[src/rtl/frac_synth_pkg.sv]
package frac_synth_pkg;

   typedef enum logic [1:0] {
      SYN_IDLE  = 2'd0,
      SYN_RUN   = 2'd1,
      SYN_FAULT = 2'd2
   } syn_mode_e;

endpackage

[src/rtl/frac_cfg_check.sv]
module frac_cfg_check
   import frac_synth_pkg::*;
#(
   parameter int RATIO_W = 12
) (
   input  logic               clk_in,
   input  logic               rst_n,
   input  logic               load,
   input  logic [RATIO_W-1:0] num_in,
   input  logic [RATIO_W-1:0] den_in,
   output logic [RATIO_W-1:0] num_q,
   output logic [RATIO_W-1:0] den_q,
   output syn_mode_e          mode_q
);

   localparam int DBL_W = RATIO_W + 1;

   logic [DBL_W-1:0] num_dbl;
   logic             pair_ok;

   assign num_dbl = {num_in, 1'b0};
   assign pair_ok = (num_in != '0) && (den_in != '0) && (num_dbl < {1'b0, den_in});

   always_ff @(posedge clk_in or negedge rst_n) begin
      if (!rst_n) begin
         num_q  <= '0;
         den_q  <= '0;
         mode_q <= SYN_IDLE;
      end else if (load) begin
         num_q  <= num_in;
         den_q  <= den_in;
         mode_q <= pair_ok ? SYN_RUN : SYN_FAULT;
      end
   end

   AST_FAULT_ON_BAD_LOAD: assert property (@(posedge clk_in) disable iff (!rst_n)
      (load && !pair_ok) |=> (mode_q == SYN_FAULT));

endmodule

[src/rtl/frac_phase_acc.sv]
module frac_phase_acc #(
   parameter int RATIO_W = 12
) (
   input  logic               clk_in,
   input  logic               rst_n,
   input  logic               run,
   input  logic [RATIO_W-1:0] num,
   input  logic [RATIO_W-1:0] den,
   output logic [RATIO_W-1:0] acc_q,
   output logic               wrap_now,
   output logic               pulse_q
);

   localparam int SUM_W = RATIO_W + 1;

   logic [SUM_W-1:0] sum;
   logic [SUM_W-1:0] sum_wrapped;

   assign sum         = {1'b0, acc_q} + {1'b0, num};
   assign wrap_now    = run && (sum >= {1'b0, den});
   assign sum_wrapped = sum - {1'b0, den};

   always_ff @(posedge clk_in or negedge rst_n) begin
      if (!rst_n) begin
         acc_q   <= '0;
         pulse_q <= 1'b0;
      end else if (!run) begin
         acc_q   <= '0;
         pulse_q <= 1'b0;
      end else if (wrap_now) begin
         acc_q   <= sum_wrapped[RATIO_W-1:0];
         pulse_q <= 1'b1;
      end else begin
         acc_q   <= sum[RATIO_W-1:0];
         pulse_q <= 1'b0;
      end
   end

   AST_IDLE_CLEARS_ACC: assert property (@(posedge clk_in) disable iff (!rst_n)
      !run |=> (acc_q == '0) && !pulse_q);

endmodule

[src/rtl/frac_toggle_out.sv]
module frac_toggle_out #(
   parameter bit SQUARE_EN = 1'b1
) (
   input  logic clk_in,
   input  logic rst_n,
   input  logic run,
   input  logic wrap_now,
   output logic square_q
);

   generate
      if (SQUARE_EN) begin : g_square
         always_ff @(posedge clk_in or negedge rst_n) begin
            if (!rst_n)
               square_q <= 1'b0;
            else if (!run)
               square_q <= 1'b0;
            else if (wrap_now)
               square_q <= ~square_q;
         end
      end else begin : g_no_square
         assign square_q = 1'b0;
      end
   endgenerate

endmodule

[src/rtl/frac_clk_synth.sv]
module frac_clk_synth
   import frac_synth_pkg::*;
#(
   parameter int RATIO_W   = 12,
   parameter bit SQUARE_EN = 1'b1
) (
   input  logic               clk_in,
   input  logic               rst_n,
   input  logic               enable,
   input  logic [RATIO_W-1:0] ratio_den,
   input  logic [RATIO_W-1:0] ratio_num,
   input  logic               load,
   output logic               pulse_out,
   output logic               square_out,
   output logic               cfg_err
);

   generate
      if (RATIO_W < 2) begin : g_bad_width
         $error("frac_clk_synth: RATIO_W must be at least 2");
      end
   endgenerate

   logic [RATIO_W-1:0] num_q;
   logic [RATIO_W-1:0] den_q;
   logic [RATIO_W-1:0] acc_q;
   syn_mode_e          mode_q;
   logic               run;
   logic               wrap_now;
   logic               pulse_q;
   logic               square_q;

   frac_cfg_check #(.RATIO_W(RATIO_W)) u_cfg (
      .clk_in (clk_in),
      .rst_n  (rst_n),
      .load   (load),
      .num_in (ratio_num),
      .den_in (ratio_den),
      .num_q  (num_q),
      .den_q  (den_q),
      .mode_q (mode_q)
   );

   assign run = enable && !load && (mode_q == SYN_RUN);

   frac_phase_acc #(.RATIO_W(RATIO_W)) u_acc (
      .clk_in   (clk_in),
      .rst_n    (rst_n),
      .run      (run),
      .num      (num_q),
      .den      (den_q),
      .acc_q    (acc_q),
      .wrap_now (wrap_now),
      .pulse_q  (pulse_q)
   );

   frac_toggle_out #(.SQUARE_EN(SQUARE_EN)) u_tog (
      .clk_in   (clk_in),
      .rst_n    (rst_n),
      .run      (run),
      .wrap_now (wrap_now),
      .square_q (square_q)
   );

   assign pulse_out  = pulse_q;
   assign square_out = square_q;
   assign cfg_err    = (mode_q == SYN_FAULT);

   AST_ACC_BELOW_DEN: assert property (@(posedge clk_in) disable iff (!rst_n)
      (mode_q == SYN_RUN) |-> (acc_q < den_q));
   AST_NO_BACK_TO_BACK: assert property (@(posedge clk_in) disable iff (!rst_n)
      pulse_out |=> !pulse_out);
   AST_SQUARE_ON_PULSE: assert property (@(posedge clk_in) disable iff (!rst_n)
      $rose(square_out) |-> pulse_out);
   AST_LOAD_WINS: assert property (@(posedge clk_in) disable iff (!rst_n)
      load |=> (!pulse_out && !square_out));
   AST_ERR_SILENT: assert property (@(posedge clk_in) disable iff (!rst_n)
      cfg_err |-> (!pulse_out && !square_out));
   AST_DISABLE_SILENT: assert property (@(posedge clk_in) disable iff (!rst_n)
      !enable |=> (!pulse_out && !square_out));

endmodule

[config.mk]
export PLATFORM = sky130hd
export DESIGN_NAME = frac_clk_synth
export DESIGN_NICKNAME = d
export VERILOG_FILES = /design/src/rtl/frac_synth_pkg.sv /design/src/rtl/frac_cfg_check.sv /design/src/rtl/frac_phase_acc.sv /design/src/rtl/frac_toggle_out.sv /design/src/rtl/frac_clk_synth.sv
export SDC_FILE = /design/constraint.sdc
export NUM_CORES = 1
export LEC_CHECK = 0
export ABC_CLOCK_PERIOD_IN_PS = 5000
export BUFFER_PORTS_ARGS = -buffer_cell sky130_fd_sc_hd__buf_2
export CAP_MARGIN = 20
export CORE_MARGIN = 5
export CORE_UTILIZATION = 45
export DETAILED_ROUTE_END_ITERATION = 12
export PLACE_DENSITY_LB_ADDON = 0.12
export SYNTH_ARGS = -nofsm -noshare
export SYNTH_HDL_FRONTEND = slang
export SYNTH_SLANG_ARGS = --single-unit
export TNS_END_PERCENT = 20
[constraint.sdc]
create_clock -name clk_in -period 5 [get_ports clk_in]
set_input_delay 1 -clock clk_in [delete_from_list [all_inputs] [get_ports clk_in]]
set_output_delay 1 -clock clk_in [all_outputs]
set_load 0.02 [all_outputs]
==> results.cfg <==
[drt]
drtPass1Iterations = 4
via_per_inst = 5.614
ant_nets = 0
drt-total-wl_um = 7624
vias = 2616
drc = 0
drtIter0Drc = 93
wire_per_inst_um = 16.36

[cells_and_area]
fillCellCount = 666
instances_no_fill = 466
fin_area_mm2 = 0.003435
nNetsFinal = 435
multi_input_area_mm2 = 0.001969
area_growth_pct = 9.232
num_antenna_cells = 0
drive_above_1_share_pct = 18.38
regArea_mm2 = 0.001001

[logic_synthesis]
syn_inst = 344
synth_seq_cells = 40
yosysSeqAreaShare_pct = 31.83
synth_area_leader_cell = dfrtp_1
synth_top_area_share_pct = 31.83
synthArstFlopShare_pct = 100.0
synth_cell_types = 58
synth_flop_cell = dfrtp_1
synth_area_mm2 = 0.003144
synth.area.top_cells = dfrtp_1 32%, ha_1 14%, mux2_2 4.7%, a21oi_1 3.8%, inv_1 3.5%
yosys_warnings = 0
avgSynthCellArea_um2 = 9.140
synthesis.nets = 409
synth-edff-count = 0
synth_common_cells = 40 x dfrtp_1, 35 x ha_1, 29 x inv_1
synth.most_common_cell = dfrtp_1

[status]
status = finished, final reports clean

[clock_tree]
cts_tree = built
clk_pin_slew_ns = 0.08
ctsResizeCount = 0
post_cts_buffers = 0
cts_buffer_depth = 2
clk_latency_ns = 0.29
h-tree-depth = 2
cts-root-buf = clkbuf_8
hold_buffers = 0
cts_sinks = 40
cts_buffers = 5

[setup_path]
crit_required_ns = 5.19
crit_path_max_fanout = 12
critPathArrivalTime_ns = 4.48
cp-start-kind = flip-flop
crit_type = reg -> reg
end_kind = flip-flop

[die]
dieArea_mm2 = 0.008759
core.rowCount = 30
ios = 31
die_h_um = 93.59
die_w_um = 93.59
core_mm2 = 0.006794
start_util_pct = 46.28

[timing]
setup_violations = 0
clock_skew_ns = 0.003930
maxSlewViolCount = 0
max_freq_mhz = 232.7
rsz0062_at_grt = false
maxSlewHeadroom_pct = 39.38
fin_crit_ns = 4.297
max_slew.worst_pin.slew_ns = 0.9094
finalCritPeriodShare_pct = 85.95
setup_tns_ns = 0
fin_ws_ns = 0.7026
finalHoldViolCount = 0

[placement]
placed_area_mm2 = 0.003353
place_hpwl_um = 6048
placement.io_buffers = 30
placedCellCount = 459
pre_cts_slack_ns = 0.7747
gp_congestion = 0.8312

[power]
ir_worst_vdd_uv = 157.2
p_leak_uw = 0.001660
p_per_area_mw_per_mm2 = 274.3

[run]
cap_violations = 0

[global_routing]
grt_pass1_vias = 2525
grt_max_degree = 41
antenna_found_initial = 0
overflow = 0
grtUsageTotal_pct = 18.28
grt_pass1_wl_um = 12560

[worst_hold_path]
hold_class = reg -> reg
-- kinds of logic (layout without fill, tap and decap cells) --
group	count (synthesis)	count (layout)	share of synthesized area, %
compound gates	104	104	22.48
xor+xnor	11	11	3.064
fa+ha+maj	37	37	15.20
buf+inv	41	67	5.531
flops	40	40	31.83
mux	15	15	5.292
simple gates	96	96	16.59
-- per-stage QoR --
stage                     power, µW  hold WS, ns  util (%)
after detailed placement      739.6       0.5099     49.36
after global placement        734.0       0.5018     49.36
after CTS                     947.2       0.5272     50.55
after floorplan               653.8       0.4875         -
final                         942.2       0.5246     50.55
after global routing           1011       0.5384     50.55
-- power breakdown --
part	internal [µW]	leakage (µW)	switching, µW
logic	153	0.00112	226
clock network	94.4	0.0000400	111
registers	345	0.000504	12.1
total	593	0.00166	349
-- final timing paths --
kind,slack [ns],depth (start not counted),from,end
min reg2reg,0.52,1,u_cfg.num_q[10],u_cfg.num_q[10]
max in group asynchronous,3.60,1,rst_n,u_cfg.den_q[10]
max,0.70,13,u_cfg.num_q[0],u_acc.acc_q[7]
min in group asynchronous,0.84,1,rst_n,u_cfg.den_q[2]
min,0.52,1,u_cfg.num_q[10],u_cfg.num_q[10]
max reg2reg,0.70,13,u_cfg.num_q[0],u_acc.acc_q[7]
-- worst max-delay path: stages (launching register included) --
cell and delay [ns]:
dfrtp_1 0.39, ha_1 0.24, fa_1 0.42, a21oi_1 0.17
nand4b_1 0.22, a21oi_2 0.12, or3_1 0.40, and2_1 0.18
ha_1 0.36, a21o_1 0.22, or4_4 0.49, o221ai_2 0.53
nand2_2 0.18, a211oi_1 0.26
-- registers in the layout, summed over array words and instances (netlist names) --
| name | cells |
|---|---|
| u_tog.square_q | 1 |
| u_cfg.mode_q | 2 |
| u_acc.pulse_q | 1 |
| u_cfg.den_q | 12 |
| u_acc.acc_q | 12 |
| u_cfg.num_q | 12 |
-- layer usage --
layer  wire length, µm  track usage (%)
met2              3588            30.38
met5                 0                0
met4               116            5.295
met3               271            2.735
met1              3648            24.62
-- layout by cell type (no fill, tap or decap), types with 4 or more instances in the layout --
| master | instances |
|---|---|
| a211o_1 | 5 |
| a211oi_1 | 11 |
| a21o_1 | 7 |
| a21oi_1 | 24 |
| buf_2 | 30 |
| clkbuf_8 | 5 |
| dfrtp_1 | 40 |
| ha_1 | 35 |
| inv_1 | 29 |
| mux2_2 | 13 |
| nand2_1 | 20 |
| nand2b_1 | 6 |
| nand3_1 | 12 |
| nor2_1 | 15 |
| nor3_1 | 9 |
| nor3_2 | 4 |
| nor4_1 | 7 |
| o21a_1 | 7 |
| o21ai_0 | 18 |
| o21ai_1 | 7 |
| xnor2_1 | 5 |
| xor2_1 | 6 |
-- area by class of cell --
class | instances | area share, %
multi-input cells | 263 | 57.34
flip-flops and latches | 40 | 29.14
repair buffers | 30 | 4.372
well taps | 96 | 3.497
inverters | 30 | 3.279
clock buffers | 5 | 2.004
clock inverters | 2 | 0.3643
Power figures use the tool's default switching activity.
